===== config.mk =====
export PLATFORM = sky130hd
export DESIGN_NAME = wdog_core
export DESIGN_NICKNAME = d
export VERILOG_FILES = /design/src/rtl/wdog_pkg.sv /design/src/rtl/wdog_timer.sv /design/src/rtl/wdog_errcnt.sv /design/src/rtl/wdog_react.sv /design/src/rtl/wdog_core.sv
export SDC_FILE = /design/constraint.sdc
export NUM_CORES = 1
export LEC_CHECK = 0
export BUFFER_PORTS_ARGS = -buffer_cell sky130_fd_sc_hd__buf_2
export CAP_MARGIN = 20
export CORE_MARGIN = 2
export CORE_UTILIZATION = 40
export DETAILED_ROUTE_END_ITERATION = 8
export GPL_ROUTABILITY_DRIVEN = 0
export PLACE_DENSITY = 0.58
export SLEW_MARGIN = 15
export SYNTH_ARGS = -nofsm -noshare
export SYNTH_HDL_FRONTEND = slang
export SYNTH_HIERARCHICAL = 1
export SYNTH_SLANG_ARGS = --single-unit
export TNS_END_PERCENT = 5

===== constraint.sdc =====
create_clock -name clk -period 5.2 [get_ports clk]
set_clock_uncertainty 0.15 [all_clocks]
set_input_delay 0.26 -clock clk [delete_from_list [all_inputs] [get_ports clk]]
set_output_delay 0.26 -clock clk [all_outputs]
set_load 0.05 [all_outputs]

===== src/rtl/wdog_pkg.sv =====
`timescale 1ns/1ps
package wdog_pkg;
  localparam int TIME_W = 15;

  typedef enum logic [1:0] {
    ACT_IRQ    = 2'b00,
    ACT_SUPPLY = 2'b01,
    ACT_RSTREQ = 2'b10,
    ACT_RSV    = 2'b11
  } act_e;

  typedef enum logic [1:0] {
    REL_THIRD = 2'b00,
    REL_FIRST = 2'b01,
    REL_SW    = 2'b10,
    REL_RSV   = 2'b11
  } rel_e;

  typedef struct packed {
    logic [2:0] mul;
    logic [1:0] pre;
    logic       mode;
  } tcfg_t;

  typedef struct packed {
    rel_e       rule;
    act_e       act;
    logic [1:0] thr;
  } ecfg_t;

  // Returns {valid, period_in_ticks}
  function automatic logic [TIME_W:0] period_ms(input logic [2:0] mul, input logic [1:0] pre);
    logic [TIME_W-1:0] step;
    logic [TIME_W-1:0] val;
    logic              ok;
    step = TIME_W'(pre) + 1'b1;
    ok   = 1'b1;
    val  = '0;
    case (mul)
      3'd0: val = TIME_W'(4) * step;
      3'd1: val = TIME_W'(32) * step;
      3'd2: val = TIME_W'(128) * step;
      3'd3: begin
        case (pre)
          2'd0:    val = TIME_W'(256);
          2'd1:    val = TIME_W'(384);
          2'd2:    val = TIME_W'(512);
          default: val = TIME_W'(768);
        endcase
      end
      3'd4: val = TIME_W'(512) * step;
      3'd5: val = TIME_W'(2048) * step;
      3'd6: begin
        case (pre)
          2'd0:    val = TIME_W'(10240);
          2'd1:    val = TIME_W'(20240);
          default: ok = 1'b0;
        endcase
      end
      default: ok = 1'b0;
    endcase
    return {ok, val};
  endfunction
endpackage


===== src/rtl/wdog_timer.sv =====
`timescale 1ns/1ps
module wdog_timer #(
  parameter int TIME_W = 15
) (
  input  logic              clk,
  input  logic              rst_n,
  input  logic              tick,
  input  logic              svc,
  input  logic              mode,
  input  logic [TIME_W-1:0] period,
  input  logic              rsvd,
  input  logic              stop,
  output logic              good,
  output logic              bad,
  output logic              expired,
  output logic              running,
  output logic [TIME_W-1:0] cnt
);
  logic [TIME_W-1:0] half;
  logic              live;

  assign half    = period >> 1;
  assign live    = running && !rsvd;
  assign good    = live && svc && (mode || (cnt >= half));
  assign bad     = live && svc && !mode && (cnt < half);
  assign expired = live && !svc && tick && (cnt >= period - 1'b1);

  always_ff @(posedge clk or negedge rst_n) begin
    if (!rst_n) begin
      running <= 1'b0;
      cnt     <= '0;
    end else if (stop || rsvd) begin
      running <= 1'b0;
      cnt     <= '0;
    end else if (!running) begin
      if (svc) begin
        running <= 1'b1;
        cnt     <= '0;
      end
    end else if (svc || expired) begin
      cnt <= '0;
    end else if (tick) begin
      cnt <= cnt + 1'b1;
    end
  end
endmodule


===== src/rtl/wdog_errcnt.sv =====
`timescale 1ns/1ps
module wdog_errcnt #(
  parameter int ERR_W    = 4,
  parameter int ERR_INIT = 4
) (
  input  logic             clk,
  input  logic             rst_n,
  input  logic             err,
  input  logic             good,
  input  logic [1:0]       thr,
  output logic             fire,
  output logic [ERR_W-1:0] count
);
  localparam logic [ERR_W-1:0] CNT_MAX = '1;
  localparam logic [ERR_W-1:0] CNT_RST = ERR_W'(ERR_INIT);

  logic [ERR_W-1:0] inc;
  logic [ERR_W-1:0] limit;

  always_comb begin
    case (thr)
      2'b01:   limit = ERR_W'(5);
      2'b10:   limit = ERR_W'(9);
      default: limit = ERR_W'(1);
    endcase
  end

  assign inc  = (count == CNT_MAX) ? count : count + 1'b1;
  assign fire = err && (inc >= limit);

  always_ff @(posedge clk or negedge rst_n) begin
    if (!rst_n)               count <= CNT_RST;
    else if (fire)            count <= CNT_RST;
    else if (err)             count <= inc;
    else if (good && count != '0) count <= count - 1'b1;
  end
endmodule


===== src/rtl/wdog_react.sv =====
`timescale 1ns/1ps
module wdog_react
  import wdog_pkg::*;
#(
  parameter int SUPPLY_MS = 100,
  parameter int PULSE_MS  = 4
) (
  input  logic clk,
  input  logic rst_n,
  input  logic tick,
  input  logic err,
  input  logic good,
  input  logic fire,
  input  act_e act,
  input  rel_e rule,
  input  logic irq_clr,
  input  logic limp_rel,
  output logic irq_o,
  output logic supply_off_o,
  output logic rst_req_n_o,
  output logic limp_o
);
  localparam int SUP_W = $clog2(SUPPLY_MS + 1);
  localparam int PUL_W = $clog2(PULSE_MS + 1);

  logic [SUP_W-1:0] sup_cnt;
  logic [PUL_W-1:0] pul_cnt;
  logic [1:0]       good_seen;
  logic             rel_now;

  always_ff @(posedge clk or negedge rst_n) begin
    if (!rst_n)       irq_o <= 1'b0;
    else if (err)     irq_o <= 1'b1;
    else if (irq_clr) irq_o <= 1'b0;
  end

  always_ff @(posedge clk or negedge rst_n) begin
    if (!rst_n)                                sup_cnt <= '0;
    else if (fire && act == ACT_SUPPLY)        sup_cnt <= SUP_W'(SUPPLY_MS);
    else if (tick && sup_cnt != '0)            sup_cnt <= sup_cnt - 1'b1;
  end

  always_ff @(posedge clk or negedge rst_n) begin
    if (!rst_n)                                pul_cnt <= '0;
    else if (fire && act == ACT_RSTREQ)        pul_cnt <= PUL_W'(PULSE_MS);
    else if (tick && pul_cnt != '0)            pul_cnt <= pul_cnt - 1'b1;
  end

  assign supply_off_o = (sup_cnt != '0);
  assign rst_req_n_o  = (pul_cnt == '0);

  always_comb begin
    case (rule)
      REL_THIRD: rel_now = good && (good_seen == 2'd2);
      REL_FIRST: rel_now = good;
      default:   rel_now = limp_rel;
    endcase
  end

  always_ff @(posedge clk or negedge rst_n) begin
    if (!rst_n) begin
      limp_o    <= 1'b0;
      good_seen <= '0;
    end else if (err) begin
      limp_o    <= 1'b1;
      good_seen <= '0;
    end else if (limp_o) begin
      if (rel_now) begin
        limp_o    <= 1'b0;
        good_seen <= '0;
      end else if (good && good_seen != 2'd3) begin
        good_seen <= good_seen + 1'b1;
      end
    end
  end
endmodule


===== src/rtl/wdog_core.sv =====
`timescale 1ns/1ps
module wdog_core
  import wdog_pkg::*;
#(
  parameter int ERR_W     = 4,
  parameter int ERR_INIT  = 4,
  parameter int SUPPLY_MS = 100,
  parameter int PULSE_MS  = 4
) (
  input  logic       clk,
  input  logic       rst_n,
  input  logic       tick_ms_i,
  input  logic       cfg_wr_i,
  input  logic [1:0] cfg_addr_i,
  input  logic [7:0] cfg_wdata_i,
  output logic       irq_o,
  output logic       supply_off_o,
  output logic       rst_req_n_o,
  output logic       limp_o
);
  localparam logic [1:0] A_TIME = 2'd0;
  localparam logic [1:0] A_EVT  = 2'd1;
  localparam logic [1:0] A_SVC  = 2'd2;
  localparam logic [1:0] A_CMD  = 2'd3;

  tcfg_t             tcfg;
  ecfg_t             ecfg;
  logic [TIME_W:0]   per_w;
  logic [TIME_W-1:0] period;
  logic              p_rsvd;
  logic              svc;
  logic              t_good, t_bad, t_exp, t_run;
  logic [TIME_W-1:0] t_cnt;
  logic              e_fire;
  logic [ERR_W-1:0]  e_count;
  logic              any_err;
  logic              cmd_wr;

  always_ff @(posedge clk or negedge rst_n) begin
    if (!rst_n) begin
      tcfg <= '0;
      ecfg <= '0;
    end else if (cfg_wr_i) begin
      if (cfg_addr_i == A_TIME) tcfg <= tcfg_t'(cfg_wdata_i[5:0]);
      if (cfg_addr_i == A_EVT)  ecfg <= ecfg_t'(cfg_wdata_i[5:0]);
    end
  end

  assign per_w   = period_ms(tcfg.mul, tcfg.pre);
  assign period  = per_w[TIME_W-1:0];
  assign p_rsvd  = !per_w[TIME_W];
  assign svc     = cfg_wr_i && (cfg_addr_i == A_SVC) && (cfg_wdata_i == 8'hFF);
  assign cmd_wr  = cfg_wr_i && (cfg_addr_i == A_CMD);
  assign any_err = t_bad || t_exp;

  wdog_timer #(.TIME_W(TIME_W)) u_timer (
    .clk(clk), .rst_n(rst_n), .tick(tick_ms_i), .svc(svc),
    .mode(tcfg.mode), .period(period), .rsvd(p_rsvd), .stop(e_fire),
    .good(t_good), .bad(t_bad), .expired(t_exp), .running(t_run), .cnt(t_cnt)
  );

  wdog_errcnt #(.ERR_W(ERR_W), .ERR_INIT(ERR_INIT)) u_err (
    .clk(clk), .rst_n(rst_n), .err(any_err), .good(t_good), .thr(ecfg.thr),
    .fire(e_fire), .count(e_count)
  );

  wdog_react #(.SUPPLY_MS(SUPPLY_MS), .PULSE_MS(PULSE_MS)) u_react (
    .clk(clk), .rst_n(rst_n), .tick(tick_ms_i), .err(any_err), .good(t_good),
    .fire(e_fire), .act(ecfg.act), .rule(ecfg.rule),
    .irq_clr(cmd_wr && cfg_wdata_i[1]), .limp_rel(cmd_wr && cfg_wdata_i[0]),
    .irq_o(irq_o), .supply_off_o(supply_off_o), .rst_req_n_o(rst_req_n_o), .limp_o(limp_o)
  );
endmodule


# [Yosys cells after proc, flatten, opt, wreduce, memory -nomap -nowiden]
# Index checks and enable logic that the tools add are counted.
# Widths: inputs -> output; s select.
[word_totals] in_bits=14 out_inout_bits=4 reg_bits=46
[op_classes] order_cmp=4 eq_ne=21 reduce_logical=49 n_mux=32 add_sub_neg=8
[op_table] cell="$pmux 15 s7" n=1
[op_table] cell="$mux 15" n=5
[op_table] cell="$pmux 10 s3" n=1
[op_table] cell="$pmux 15 s2" n=1
[op_table] cell="$logic_and 1x1->1" n=21
[op_table] cell="$mux 4" n=4
[op_table] cell="$add 15x1->15 const B" n=1
[op_table] cell="$ge 15x14->1" n=1
[op_table] cell="$ge 15x15->1" n=1
[op_table] cell="$lt 15x14->1" n=1
[op_table] cell="$sub 15x1->15 const B" n=1
[op_table] cell="$mux 7" n=2
[op_table] cell="$eq 2x2->1 const B" n=6
[op_table] cell="$reduce_bool 3->1" n=4
[op_table] cell="$eq 2x1->1 const B" n=5
[op_table] cell="$eq 3x3->1 const B" n=3
[op_table] cell="$mux 1" n=9
[op_table] cell="$eq 8x8->1 const B" n=1
[op_table] cell="$mux 2" n=4
[op_table] cell="$pmux 4 s2" n=1
[op_table] cell="$reduce_and 2->1" n=4
[op_table] cell="$reduce_bool 2->1" n=4
[op_table] cell="$reduce_bool 7->1" n=1
[op_table] cell="$sub 7x1->7 const B" n=1
[op_table] cell="20 further kinds" n=31

# [Logic depth before layout (Yosys ltp)]
# Gate-level depths: netlist (run 1).
[depth] depth_word=13 ltp_mapped=25 depth_no_buf=22

# [Cells and area by module]
# Netlist (run 1), hierarchy kept.
[by_module_without_submodules] mod="wdog_timer" n_inst=1 cells_each=210 area_each_um2=1843.0 seq_area_each_um2=400.4
[by_module_without_submodules] mod="wdog_core" n_inst=1 cells_each=91 area_each_um2=833.3 seq_area_each_um2=300.3
[by_module_without_submodules] mod="wdog_react" n_inst=1 cells_each=82 area_each_um2=795.8 seq_area_each_um2=350.3
[by_module_without_submodules] mod="wdog_errcnt" n_inst=1 cells_each=60 area_each_um2=466.7 seq_area_each_um2=101.3

# [Least setup slack after synthesis (run 1)]
# No wires, ideal clock.
[synth_path] kind="register to register" startpoint="reg tcfg[1] in the netlist's numbering" endpoint="reg u_timer.cnt[2]" t_required_ns=4.930 path_slack_ns=-0.394 period_less_slack_ns=5.594 setup_time_ns=0.120 stages_incl_launch_ff=26 t_arrival_ns=5.323 path_buffers=3 path_cell_list="dfrtp_1 > inv_1 > ha_1 > inv_1 > nor4_1 > nor4_2 > nand2_1 > or4_1 > nor4_2 > xnor2_1 > ha_1 > a211oi_1 > nor2_1 > a2111o_1 > buf_4 > nand2_1 > nor2_1 > or2_2 > buf_2 > inv_1 > nor2_1 > a2111o_1 > nand2_2 > clkbuf_2 > o41ai_2 > a41o_1"
[synth_via] elab_cells_between_ends=31
[synth_lines] item="from (decl)" line_no="wdog_core.sv:26" source="tcfg_t tcfg;"
[synth_lines] item="from (signal assigned)" line_no="wdog_core.sv:44" source="if (cfg_addr_i == A_TIME) tcfg <= tcfg_t'(cfg_wdata_i[5:0]);"
[synth_lines] item="$add 2x1->3 *" line_no="wdog_pkg.sv:36" source="step = TIME_W'(pre) + 1'b1;"
[synth_lines] item="$pmux 15 s7 *" line_no="wdog_pkg.sv:39" source="case (mul)"
[synth_lines] item="named net per_w[3]" line_no="wdog_core.sv:28" source="logic [TIME_W:0] per_w;"
[synth_lines] item="$sub 15x1->15 *" line_no="wdog_timer.sv:26" source="assign expired = live && !svc && tick && (cnt >= period - 1'b1);"
[synth_lines] item="$ge 15x15->1 *" line_no="wdog_timer.sv:26"
[synth_lines] item="$logic_and 1x1->1 *" line_no="wdog_timer.sv:26"
[synth_lines] item="named net t_exp" line_no="wdog_core.sv:32" source="logic t_good, t_bad, t_exp, t_run;"
[synth_lines] item="$logic_or 1x1->1 *" line_no="wdog_core.sv:54" source="assign any_err = t_bad || t_exp;"
[synth_lines] item="named net any_err" line_no="wdog_core.sv:36" source="logic any_err;"
[synth_lines] item="$logic_and 1x1->1 *" line_no="wdog_errcnt.sv:29" source="assign fire = err && (inc >= limit);"
[synth_lines] item="named net e_fire" line_no="wdog_core.sv:34" source="logic e_fire;"
[synth_lines] item="$logic_or 1x1->1 *" line_no="wdog_timer.sv:32" source="end else if (stop || rsvd) begin"
[synth_lines] item="$ne 4x4->1 (no line) or $reduce_bool 3->1 (tied branches)"
[synth_lines] item="$reduce_and 2->1 (no line)"
[synth_lines] item="to (signal assigned)" line_no="wdog_timer.sv:43" source="cnt <= cnt + 1'b1;"
[synth_lines] item="to (decl)" line_no="wdog_timer.sv:17" source="output logic [TIME_W-1:0] cnt"
# Mark *: on every way through the listed nets, which the timed path passes. The rest lies on a longest branch.
# A chain may end at the register's enable or synchronous reset.

# [Final worst setup path (run 1)]
[layout_path] startpoint="reg tcfg[1] in the netlist's numbering" endpoint="reg u_timer.cnt[4]"
[layout_via] elab_cells_between_ends=31
[layout_lines] item="$eq 2x1->1 or $logic_not 2->1 (tied branches)" line_no="wdog_pkg.sv:54" source="case (pre)"
[layout_lines] item="$pmux 15 s2" line_no="wdog_pkg.sv:54"
[layout_lines] item="$pmux 15 s7 *" line_no="wdog_pkg.sv:39"
[layout_lines] item="named net per_w[4]" line_no="wdog_core.sv:28"
[layout_lines] item="$sub 15x1->15 *" line_no="wdog_timer.sv:26"
[layout_lines] item="$ge 15x15->1 *" line_no="wdog_timer.sv:26"
[layout_lines] item="$logic_and 1x1->1 *" line_no="wdog_timer.sv:26"
[layout_lines] item="named net t_exp" line_no="wdog_core.sv:32"
[layout_lines] item="$logic_or 1x1->1 *" line_no="wdog_core.sv:54"
[layout_lines] item="named net any_err" line_no="wdog_core.sv:36"
[layout_lines] item="$logic_and 1x1->1 *" line_no="wdog_errcnt.sv:29"
[layout_lines] item="named net e_fire" line_no="wdog_core.sv:34"
[layout_lines] item="$logic_or 1x1->1 *" line_no="wdog_timer.sv:32"
[layout_lines] item="$ne 4x4->1 (no line) or $reduce_bool 3->1 (tied branches)"
[layout_lines] item="$reduce_and 2->1 (no line)"
# Marks and branches as above.

==> metrics.txt, run 1 <==
run status=complete, no violations; area taken by multi-input logic gates=roughly 0.0027 mm²; warning count from the yosys run=6; Antenna Nets Post-Route=0; per-cell via count in the routed design=between 5 and 6; clock-pin slew on the worst setup and hold paths=around 0.11 ns; instance area after placement=between 0.004 and 0.005 mm²; half-perimeter wire length of the detailed placement result=between 6000 and 7000 µm; overall die area=between 0.01 and 0.015 mm²; type of the most critical hold path=input pin to flip-flop; number of fill cells=925; post-layout util=a little under half; detailed-route via count=roughly 3400; row count=36; Die W=103 µm; top fanout value on the critical path=6; Storage cell area=0.00115 mm²; final WL=between 9000 and 10000 µm; CP peak stage delay=0.55 ns; Initial Util=40.7%; fraction of final layout cells sized beyond drive strength 1=between 15 and 20%; hold path depth=2; First-pass DRT Iterations=5; FF-to-FF path depth=22; Post-synth EDFFs=0; GRT Residual Overflow=0; cell chosen for the clock root=sky130_fd_sc_hd__clkbuf_8; capture point of the worst reg-to-reg path=u_timer/cnt[4]; wire length of the first global-routing pass=about 15000 µm; CTS max path bufs=2; Unique masters post-synth=around 70; total of buffers placed on input and output ports=17; most used flip-flop cell after synthesis=sky130_fd_sc_hd__dfrtp_1; cell with the biggest individual delay on the critical path=sky130_fd_sc_hd__a2111o_1; top library cells by usage in the layout, fill and taps aside=sky130_fd_sc_hd__ha_1 (47), sky130_fd_sc_hd__dfrtp_1 (44), sky130_fd_sc_hd__nor2_1 (41), sky130_fd_sc_hd__inv_1 (37), sky130_fd_sc_hd__nand2_1 (21); Reg-to-Reg Start=tcfg[1]; synthesized area per cell=8.89 µm²; cells traversed along the worst timing path=buf_4, ha_1, nand3_1, a21oi_1, nor4_2, nand2_1, or4_4, nor4_4, xnor2_1, ha_1, a211oi_2, nor2_1, a2111o_1, nand2_2, nor2_1, or2_4, inv_2, nor2_2, a2111o_1, nand2_4, nor2_2, a22o_1; type of element capturing the critical path=flip-flop; worst setup path category=flip-flop to flip-flop; count of routing violations after the opening detailed-route iteration=129; routed length per placed instance=between 15 and 20 µm; time the worst path needs with I/O delays and setup=just under 5 ns; number of setup violations in the final report=0; Global Route Usage Sum=a little under a fifth; die span in y=103 µm; count of boundary I/O pins=18; count of pins over their slew limit=0; destination of the worst hold path=ecfg[4]; Crit path arrival time=between 5 and 6 ns; most common library cell in the layout ignoring fill and taps=sky130_fd_sc_hd__ha_1; Inserted Diodes=0; number of register bits inferred by synthesis=46; CTS tree=done; internal reg-to-reg setup slack=0.25 ns; Clock Sink Count=46; sequential fraction of the synthesis area=roughly 29%; achievable clock frequency=a little over 200 MHz; pin count of the biggest net entering global routing=47; Worst Max-Slew Pin Slew=roughly 0.70 ns; Max Cap Violations=0; number of buffers created by CTS=5; RSZ-0062 raised after global routing=false; Slew HR=roughly 53%; final period utilization=95.3%; kind of start point of the critical path=flip-flop; leakage power=2.02 nW; Nets=between 500 and 600; async set-or-reset flop fraction in the synthesized netlist=100%; Mapped Cells=443; layout overhead on the synthesized area=12.7%; vias in the first global route=~3300; number of remaining DRC errors=0; final std cell area, no fill=about 0.0044 mm²; clock network latency to the later pin of the worst-skew pair=between 0.3 and 0.4 ns; power per cell area=around 290 mW/mm²; antenna violations before repair=0; number of hold violations in the final report=0; Min-Delay Startpoint=cfg_wdata_i[4]; Worst VDD drop=150 µV; cell area after synthesis=around 0.004 mm²; number of H-tree levels=2; Core Footprint=0.00968 mm²; WP data required=around 5.3 ns
[Yosys cell counts (all sizes together) (3+ instances only)]
cell type  instances  area (µm²)
ha                48         601
dfrtp             45        1130
nor2              44         168
inv               40         150
nand2             23        88.8
a21oi             20         108
nand3             19        95.1
o21ai             17        96.3
xnor2             17         149
nor3              15        80.1
nand4             10        62.6
and3               9        56.3
mux2               9         101
o21a               8        60.1
o311ai             8        70.1
a21o               7        52.6
buf                7        50.1
nor3b              7        63.8
nor4               7        56.3
o31ai              7        66.3
a211oi             5        37.5
a22o               5        43.8
a31oi              4        25.0
clkbuf             4        16.3
nand2b             4        25.0
or4                4        30.0
and2               3        18.8
mux2i              3        30.0
nand3b             3        22.5
nor2b              3        18.8
o211a              3        30.0
[layout make-up]
class	count	share of cell area, %
Sequential cell	46	26.0
Multi-Input combinational cell	354	60.6
Timing Repair Buffer	29	4.06
Clock inverter	3	0.648
Clock buffer	5	1.55
Inverter	40	3.44
Tap cell	133	3.75
[flip-flops by register name, summed over array words and instances (netlist names)]
name,cells
u_timer/cnt,15
u_react/irq_o,1
u_timer/running,1
u_react/pul_cnt,3
u_err/count,4
u_react/limp_o,1
u_react/sup_cnt,7
u_react/good_seen,2
tcfg,6
ecfg,6
[cell families (layout without fill, tap and decap cells)]
| family | count (synthesis) | after routing | share of synthesized area (%) |
|---|---|---|---|
| compound gates | 105 | 105 | 20.3 |
| buf+inv | 51 | 77 | 5.50 |
| flops | 46 | 46 | 29.3 |
| xor+xnor | 19 | 19 | 4.22 |
| fa+ha+maj | 48 | 48 | 15.2 |
| other cells | 1 | 7 | 0.0952 |
| simple gates | 161 | 163 | 22.1 |
| mux | 12 | 12 | 3.34 |
[per-layer routing]
layer  up-vias  part of all wire [%]  track usage [%]
li1       1699                     -                -
met1      1619                    50             24.1
met4         0                   1.2             3.64
met2        46                    47             31.8
met5         -                     0                0
met3         7                   2.0             2.82
[report_power, final]
group          switching (W)  leakage (nW)  internal [W]
Combinational       0.000313          1.39      0.000228
Sequential         0.0000595         0.580      0.000417
Clock               0.000154        0.0506      0.000101
Total               0.000527          2.02      0.000746
[stage by stage]
step | TNS, ns | setup WS [ns] | hold slack, ns | cells | total power, W
6_report | 0 | 0.245 | 0.0825 | 610 | 0.00127
5_1_grt | 0 | 0.00178 | 0.0710 | 610 | 0.00138
4_1_cts | -0.0274 | -0.0194 | 0.0253 | 603 | 0.00126
3_5_place_dp | -0.0660 | -0.0443 | 0.337 | 595 | 0.00100
3_3_place_gp | 0 | 0.163 | 0.320 | 595 | 0.000986
2_1_floorplan | 0 | 0.00298 | -0.186 | 449 | 0.000879
[critical path: cells and delay by family (launching register included)]
kind	cells	cell delay, ns
buffers and inverters	2	0.24
DFF	1	0.47
and+or+nand+nor	12	1.91
adders and majority gates	2	0.52
AOI/OAI and AO/OA	5	1.39
xor gates and xnor gates	1	0.17
[how the worst max path moves through the flow]
stage	start	endpoint
floorplan	tcfg[1]	u_timer/cnt[2]
CTS	tcfg[1]	u_timer/cnt[4]
global route	tcfg[1]	u_timer/cnt[13]
detailed placement	tcfg[1]	u_timer/cnt[6]
global placement	tcfg[1]	u_timer/cnt[4]
finish	tcfg[1]	u_timer/cnt[4]
[what timing repair did]
action / CTS / global route
resized for setup: 1 / 10
buffers inserted: 0 / 4
pin swaps: 2 / 9
gates cloned: 0 / 2
hold endpoints to repair: 0 / 45
hold buffers: 0 / 1
setup endpoints to repair: 9 / 16
(Power assumes the default switching activity.)
==> inputs of run 2 (changes only) <==
--- a/config.mk
+++ b/config.mk
@@ -8,10 +8,10 @@
 export BUFFER_PORTS_ARGS = -buffer_cell sky130_fd_sc_hd__buf_2
 export CAP_MARGIN = 20
 export CORE_MARGIN = 2
-export CORE_UTILIZATION = 40
+export CORE_UTILIZATION = 45
 export DETAILED_ROUTE_END_ITERATION = 8
 export GPL_ROUTABILITY_DRIVEN = 0
-export PLACE_DENSITY = 0.58
+export PLACE_DENSITY = 0.64
 export SLEW_MARGIN = 15
 export SYNTH_ARGS = -nofsm -noshare
 export SYNTH_HDL_FRONTEND = slang
==> metrics.txt, run 2 (synthesis gave the netlist of run 1 again) <==
run status=complete, no violations (unchanged); detailed-route via count=3373 (was 3371); Inserted Diodes=0 (unchanged); Nets=540 (was 538); final period utilization=96.0% (was 95.3%); Crit path arrival time=5.03 ns (was 5.01 ns); number of buffers created by CTS=5 (unchanged); number of setup violations in the final report=0 (unchanged); power per cell area=282 mW/mm² (was 287 mW/mm²); Global Route Usage Sum=19.6% (was 18.3%); Post-Route Setup TNS=0 ns (unchanged); number of flip-flops in the largest register=15 (unchanged); cell with the biggest individual delay on the critical path=sky130_fd_sc_hd__a2111o_1 (unchanged); clock network latency to the later pin of the worst-skew pair=0.30 ns (was 0.31 ns); per-cell via count in the routed design=5.75 (was 5.53); Die W=97.6 µm (was 103 µm); overall power after layout=0.00124 W (was 0.00127 W); cells traversed along the worst timing path=buf_4, ha_1, nand3_1, a21oi_1, nor4_2, nand2_1, or4_4, nor3_1, xnor2_1, ha_1, nand4_1, nor2_1, a2111o_1, nand2_2, nor2_1, or2_4, inv_2, nor2_2, a2111o_1, nand2_4, nor2_2, a22o_1 (was buf_4, ha_1, nand3_1, a21oi_1, nor4_2, nand2_1, or4_4, nor4_4, xnor2_1, ha_1, a211oi_2, nor2_1, a2111o_1, nand2_2, nor2_1, or2_4, inv_2, nor2_2, a2111o_1, nand2_4, nor2_2, a22o_1); top fanout value on the critical path=7 (was 6); Clock Sink Count=46 (unchanged); clock-pin slew on the worst setup and hold paths=0.09 ns (was 0.11 ns); First-pass DRT Iterations=4 (was 5); count of boundary I/O pins=18 (unchanged); number of remaining DRC errors=0 (unchanged); row count=34 (was 36); final critical-path setup slack=0.209 ns (was 0.245 ns); number of hold violations in the final report=0 (unchanged); WP data required=5.24 ns (was 5.26 ns); worst setup path category=flip-flop to flip-flop (unchanged); pin count of the biggest net entering global routing=47 (unchanged); post-placement cell count=571 (was 595); wire length of the first global-routing pass=15600 µm (was 15400 µm); final WL=8980 µm (was 9290 µm); leakage power=2.03 nW (was 2.02 nW); die span in y=97.6 µm (was 103 µm); number of H-tree levels=2 (unchanged); type of the most critical hold path=input pin to flip-flop (unchanged); largest registers in the final layout=u_timer/cnt (15), u_react/sup_cnt (7) (unchanged); routed length per placed instance=15.3 µm (was 15.2 µm); fraction of final layout cells sized beyond drive strength 1=17.3% (was 17.0%); top library cells by usage in the layout, fill and taps aside=sky130_fd_sc_hd__ha_1 (48), sky130_fd_sc_hd__dfrtp_1 (44), sky130_fd_sc_hd__nor2_1 (41), sky130_fd_sc_hd__inv_1 (37), sky130_fd_sc_hd__nand2_1 (21) (was sky130_fd_sc_hd__ha_1 (47), sky130_fd_sc_hd__dfrtp_1 (44), sky130_fd_sc_hd__nor2_1 (41), sky130_fd_sc_hd__inv_1 (37), sky130_fd_sc_hd__nand2_1 (21)); register with the highest flop count=u_timer/cnt (unchanged); count of non-filler cells in the finished layout=587 (was 610); Max Cap Violations=0 (unchanged); total of buffers placed on input and output ports=17 (unchanged); Worst Max-Slew Pin Slew=0.653 ns (was 0.703 ns); FF-to-FF path depth=22 (unchanged); achievable clock frequency=200 MHz (was 202 MHz); half-perimeter wire length of the detailed placement result=6700 µm (was 6920 µm); time the worst path needs with I/O delays and setup=4.99 ns (was 4.95 ns); number of fill cells=835 (was 925); GRT Residual Overflow=0 (unchanged); count of pins over their slew limit=0 (unchanged); kind of start point of the critical path=flip-flop (unchanged); pre-CTS WS=0.00357 ns (was -0.0443 ns); antenna violations before repair=0 (unchanged); CP top delay family=simple AND/OR/NAND/NOR gates (unchanged); type of element capturing the critical path=flip-flop (unchanged); CTS max path bufs=2 (unchanged); Hold WS=0.0920 ns (was 0.0825 ns); CTS tree=done (unchanged); Core Footprint=0.00859 mm² (was 0.00968 mm²); Antenna Nets Post-Route=0 (unchanged); layout overhead on the synthesized area=12.2% (was 12.7%); Worst VDD drop=106 µV (was 150 µV); most common library cell in the layout ignoring fill and taps=sky130_fd_sc_hd__ha_1 (unchanged); Slew HR=56.1% (was 52.8%); CP peak stage delay=0.56 ns (was 0.55 ns); Initial Util=45.8% (was 40.7%); buffering stage count on the worst path with inverters included=2 (unchanged); hold path depth=2 (unchanged); cell depth of the worst setup path=22 (unchanged); cell chosen for the clock root=sky130_fd_sc_hd__clkbuf_8 (unchanged); count of routing violations after the opening detailed-route iteration=154 (was 129); vias in the first global route=3289 (was 3287); overall die area=0.00952 mm² (was 0.0107 mm²)
-- run 2: cell types whose count changed in the layout (fill, tap and decap cells not counted), sizes merged --
cell and change:
buf +2, clkbuf +2, inv -2
-- run 2: area by class of cell --
type	instances	area (µm²)	share of cell area [%]
Tap cell	108	135	3.06
Inverter	40	153	3.45
Timing Repair Buffer	31	199	4.50
Clock inverter	1	5.00	0.113
Clock buffer	7	86.3	1.95
Sequential cell	46	1150	26.1
Multi-Input combinational cell	354	2690	60.8
-- run 2: through the flow --
step | utilization (%) | instance area, µm²
finish | 51.4 | 4420
global route | 51.4 | 4420
floorplan | - | 4010
detailed placement | 49.0 | 4210
global placement | 49.0 | 4210
CTS | 50.1 | 4300
-- run 2: path summary, 6_finish.rpt --
| kind | to | startpoint | slack, ns |
|---|---|---|---|
| worst min-delay path | ecfg[2] | cfg_wdata_i[2] | 0.09 |
| worst min register to register | u_react/pul_cnt[2] | u_react/pul_cnt[2] | 0.35 |
| worst max register to register | u_timer/cnt[4] | tcfg[1] | 0.21 |
| max in group asynchronous | tcfg[1] | rst_n | 4.09 |
| worst max-delay path | u_timer/cnt[4] | tcfg[1] | 0.21 |
| min in group asynchronous | u_react/sup_cnt[1] | rst_n | 0.36 |
-- run 2: routing by layer --
metal,global-route usage (%),vias to the layer above,part of all wire (%)
li1,-,1695,-
met1,26.7,1628,46
met2,33.4,45,50
met3,2.45,5,3.0
met4,4.27,0,0.84
met5,0,-,0
-- run 2: worst register-to-register path, stage by stage (launching register included) --
cell                       delay [ns]
sky130_fd_sc_hd__dfrtp_2         0.43
sky130_fd_sc_hd__buf_4           0.17
sky130_fd_sc_hd__ha_1            0.25
sky130_fd_sc_hd__nand3_1         0.10
sky130_fd_sc_hd__a21oi_1         0.10
sky130_fd_sc_hd__nor4_2          0.24
sky130_fd_sc_hd__nand2_1         0.13
sky130_fd_sc_hd__or4_4           0.53
sky130_fd_sc_hd__nor3_1          0.23
sky130_fd_sc_hd__xnor2_1         0.15
sky130_fd_sc_hd__ha_1            0.26
sky130_fd_sc_hd__nand4_1         0.12
sky130_fd_sc_hd__nor2_1          0.06
sky130_fd_sc_hd__a2111o_1        0.41
sky130_fd_sc_hd__nand2_2         0.11
sky130_fd_sc_hd__nor2_1          0.04
sky130_fd_sc_hd__or2_4           0.24
sky130_fd_sc_hd__inv_2           0.07
sky130_fd_sc_hd__nor2_2          0.08
sky130_fd_sc_hd__a2111o_1        0.56
sky130_fd_sc_hd__nand2_4         0.17
sky130_fd_sc_hd__nor2_2          0.08
sky130_fd_sc_hd__a22o_1          0.22
-- run 2: power breakdown --
part	switching, W	internal, W	total (W)
combinational	0.000310	0.000226	0.000536
clock	0.000125	0.000108	0.000233
sequential	0.0000585	0.000417	0.000476
-- run 2: repair_timing --
action,4_1_cts,5_1_grt
setup endpoints to repair,5,15
resized for setup,1,12
hold buffers,0,1
pin swaps,0,8
cloned,0,2
hold endpoints to repair,0,45
setup buffers,0,5
==> inputs of run 3 (changes only) <==
--- a/config.mk
+++ b/config.mk
@@ -12,6 +12,7 @@
 export DETAILED_ROUTE_END_ITERATION = 8
 export GPL_ROUTABILITY_DRIVEN = 0
 export PLACE_DENSITY = 0.64
+export REMOVE_ABC_BUFFERS = 1
 export SLEW_MARGIN = 15
 export SYNTH_ARGS = -nofsm -noshare
 export SYNTH_HDL_FRONTEND = slang
==> metrics.txt, run 3 (synthesis gave the netlist of run 1 again) <==
run status=complete, no violations (unchanged); vias in the first global route=3148 (was 3289); sequential power share=37.6% (was 38.2%); leakage power=2.05 nW (was 2.03 nW); time the worst path needs with I/O delays and setup=4.90 ns (was 4.99 ns); type of the most critical hold path=input pin to flip-flop (unchanged); Worst VDD drop=109 µV (was 106 µV); capture point of the worst reg-to-reg path=u_timer/cnt[4] (unchanged); largest registers in the final layout=u_timer/cnt (15), u_react/sup_cnt (7) (unchanged); final std cell area, no fill=0.00440 mm² (was 0.00442 mm²); final period utilization=94.2% (was 96.0%); number of setup violations in the final report=0 (unchanged); top library cells by usage in the layout, fill and taps aside=sky130_fd_sc_hd__ha_1 (48), sky130_fd_sc_hd__dfrtp_1 (45), sky130_fd_sc_hd__nor2_1 (41), sky130_fd_sc_hd__inv_1 (39), sky130_fd_sc_hd__nand2_1 (21) (was sky130_fd_sc_hd__ha_1 (48), sky130_fd_sc_hd__dfrtp_1 (44), sky130_fd_sc_hd__nor2_1 (41), sky130_fd_sc_hd__inv_1 (37), sky130_fd_sc_hd__nand2_1 (21)); layout overhead on the synthesized area=11.7% (was 12.2%); routed length per placed instance=15.2 µm (was 15.3 µm); part of the total power dissipated in combinational logic=44.4% (was 43.1%); Die W=97.6 µm (unchanged); Max Cap Violations=0 (unchanged); total of buffers placed on input and output ports=17 (unchanged); number of remaining DRC errors=0 (unchanged); wire length of the first global-routing pass=14800 µm (was 15600 µm); count of routing violations after the opening detailed-route iteration=190 (was 154); most common library cell in the layout ignoring fill and taps=sky130_fd_sc_hd__ha_1 (unchanged); Core Footprint=0.00859 mm² (unchanged); switching share of power=40.1% (was 39.7%); Post-Route Setup TNS=0 ns (unchanged); internal reg-to-reg setup slack=0.30 ns (was 0.21 ns); Hold WS=0.0906 ns (was 0.0920 ns); number of fill cells=812 (was 835); Initial Util=45.8% (unchanged); final WL=8960 µm (was 8980 µm); antenna violations before repair=0 (unchanged); clock-pin slew on the worst setup and hold paths=0.09 ns (about the same); number of buffers created by CTS=5 (unchanged); sw power=0.000497 W (was 0.000494 W); Antenna Nets Post-Route=0 (unchanged); RSZ-0062 raised after global routing=false; post-placement cell count=578 (was 571); number of flip-flops in the largest register=15 (unchanged); die span in y=97.6 µm (unchanged); Nets=544 (was 540); row count=34 (unchanged); count of non-filler cells in the finished layout=591 (was 587); count of boundary I/O pins=18 (unchanged); internal power component=0.000744 W (was 0.000751 W); Slew HR=47.9% (was 56.1%); register with the highest flop count=u_timer/cnt (unchanged); number of H-tree levels=2 (unchanged); First-pass DRT Iterations=4 (unchanged); fraction of final layout cells sized beyond drive strength 1=16.1% (was 17.3%); Global Route Usage Sum=18.6% (was 19.6%); overall die area=0.00952 mm² (unchanged); CTS tree=done (unchanged); count of pins over their slew limit=0 (unchanged); worst setup path category=flip-flop to flip-flop (unchanged); Worst Max-Slew Pin Slew=0.779 ns (was 0.653 ns); pin count of the biggest net entering global routing=47 (unchanged); Min-Delay Startpoint=cfg_wdata_i[5] (was cfg_wdata_i[2]); kind of start point of the critical path=flip-flop (unchanged); type of element capturing the critical path=flip-flop (unchanged); Inserted Diodes=0 (unchanged); achievable clock frequency=204 MHz (was 200 MHz); WP data required=5.24 ns (about the same); GRT Residual Overflow=0 (unchanged); clock network fraction of design power=18.0% (was 18.7%); power per cell area=282 mW/mm² (about the same); Reg-to-Reg Start=tcfg[1] (unchanged); top fanout value on the critical path=7 (unchanged); cell chosen for the clock root=sky130_fd_sc_hd__clkbuf_8 (unchanged); destination of the worst hold path=ecfg[5] (was ecfg[2]); CTS max path bufs=2 (unchanged); clock network latency to the later pin of the worst-skew pair=0.30 ns (about the same); per-cell via count in the routed design=5.77 (was 5.75); detailed-route via count=3411 (was 3373); number of hold violations in the final report=0 (unchanged); overall power after layout=0.00124 W (about the same); Clock Sink Count=46 (unchanged); half-perimeter wire length of the detailed placement result=6730 µm (was 6700 µm); Crit path arrival time=4.94 ns (was 5.03 ns); instance area after placement=0.00423 mm² (was 0.00421 mm²); FF-to-FF path depth=22 (unchanged); hold path depth=2 (unchanged)
-- run 3: changes by cell type in the layout (fill, tap and decap cells not counted), moves of 2 or more --
cell / change
sky130_fd_sc_hd__inv_1: +2
sky130_fd_sc_hd__nor4_1: +2
sky130_fd_sc_hd__buf_4: +5
sky130_fd_sc_hd__o311ai_1: +2
sky130_fd_sc_hd__a211oi_1: +2
sky130_fd_sc_hd__nor4_2: -2
sky130_fd_sc_hd__a211oi_2: -2
sky130_fd_sc_hd__o311ai_2: -2
-- run 3: layout make-up --
class	count	area, µm²	area share (%)
clock inverters	2	13.8	0.313
multi-input cells	354	2650	60.2
repair buffers	35	225	5.12
well taps	108	135	3.07
clock buffers	6	72.6	1.65
inverters	40	150	3.41
flip-flops and latches	46	1150	26.2
-- run 3: power groups by stage --
stage	Combinational (W)	Clock [W]	Sequential (W)
final	0.000551	0.000223	0.000467
after floorplan	0.000390	0	0.000475
after global placement	0.000515	0	0.000472
after global routing	0.000617	0.000248	0.000478
after CTS	0.000536	0.000232	0.000467
after detailed placement	0.000531	0	0.000474
-- run 3: timing repair --
item	4_1_cts	5_1_grt
hold buffers	0	1
pin swaps	0	4
buffers inserted	0	2
resized for setup	1	10
hold endpoints to repair	0	45
gates cloned	0	2
endpoints found under the setup margin	2	16
-- run 3: metrics by stage --
| step | util, % | worst slack, ns |
|---|---|---|
| 2_1_floorplan | - | -0.346 |
| 3_3_place_gp | 49.2 | 0.121 |
| 3_5_place_dp | 49.2 | -0.00542 |
| 4_1_cts | 50.3 | 0.0897 |
| 5_1_grt | 51.2 | 0.00611 |
| 6_report | 51.2 | 0.300 |
-- run 3: critical path, stage by stage, from the launching register on --
cell and delay [ns]:
sky130_fd_sc_hd__dfrtp_1 0.39, sky130_fd_sc_hd__buf_4 0.16, sky130_fd_sc_hd__ha_1 0.24, sky130_fd_sc_hd__nand3_1 0.10, sky130_fd_sc_hd__a21oi_1 0.09, sky130_fd_sc_hd__nor4_2 0.23
sky130_fd_sc_hd__nand2_1 0.13, sky130_fd_sc_hd__or4_4 0.47, sky130_fd_sc_hd__nor4_4 0.17, sky130_fd_sc_hd__xnor2_1 0.16, sky130_fd_sc_hd__ha_1 0.26, sky130_fd_sc_hd__a211oi_1 0.20
sky130_fd_sc_hd__nor2_1 0.07, sky130_fd_sc_hd__a2111o_1 0.42, sky130_fd_sc_hd__nand2_2 0.11, sky130_fd_sc_hd__nor2_1 0.04, sky130_fd_sc_hd__or2_2 0.30, sky130_fd_sc_hd__inv_1 0.10
sky130_fd_sc_hd__nor2_2 0.09, sky130_fd_sc_hd__a2111o_1 0.45, sky130_fd_sc_hd__nand2_4 0.17, sky130_fd_sc_hd__nor2_2 0.08, sky130_fd_sc_hd__a22o_1 0.21
-- run 3: worst max-delay path by stage --
stage | start | end | slack, ns | depth (start not counted)
after detailed placement | tcfg[2] | u_timer/cnt[4] | -0.005 | 22
after floorplan | tcfg[1] | u_timer/cnt[2] | -0.35 | 22
final | tcfg[1] | u_timer/cnt[4] | 0.30 | 22
after CTS | tcfg[2] | u_timer/cnt[4] | 0.09 | 22
after global placement | tcfg[2] | u_timer/cnt[4] | 0.12 | 22
after global routing | tcfg[1] | u_timer/cnt[4] | 0.006 | 22
-- run 3: routing by layer --
layer	track usage, %	share of wire [%]	vias to the layer above
met4	4.81	1.2	0
met5	0	0	-
met3	2.81	3.2	11
li1	-	-	1704
met1	25.3	49	1632
met2	31.2	47	64
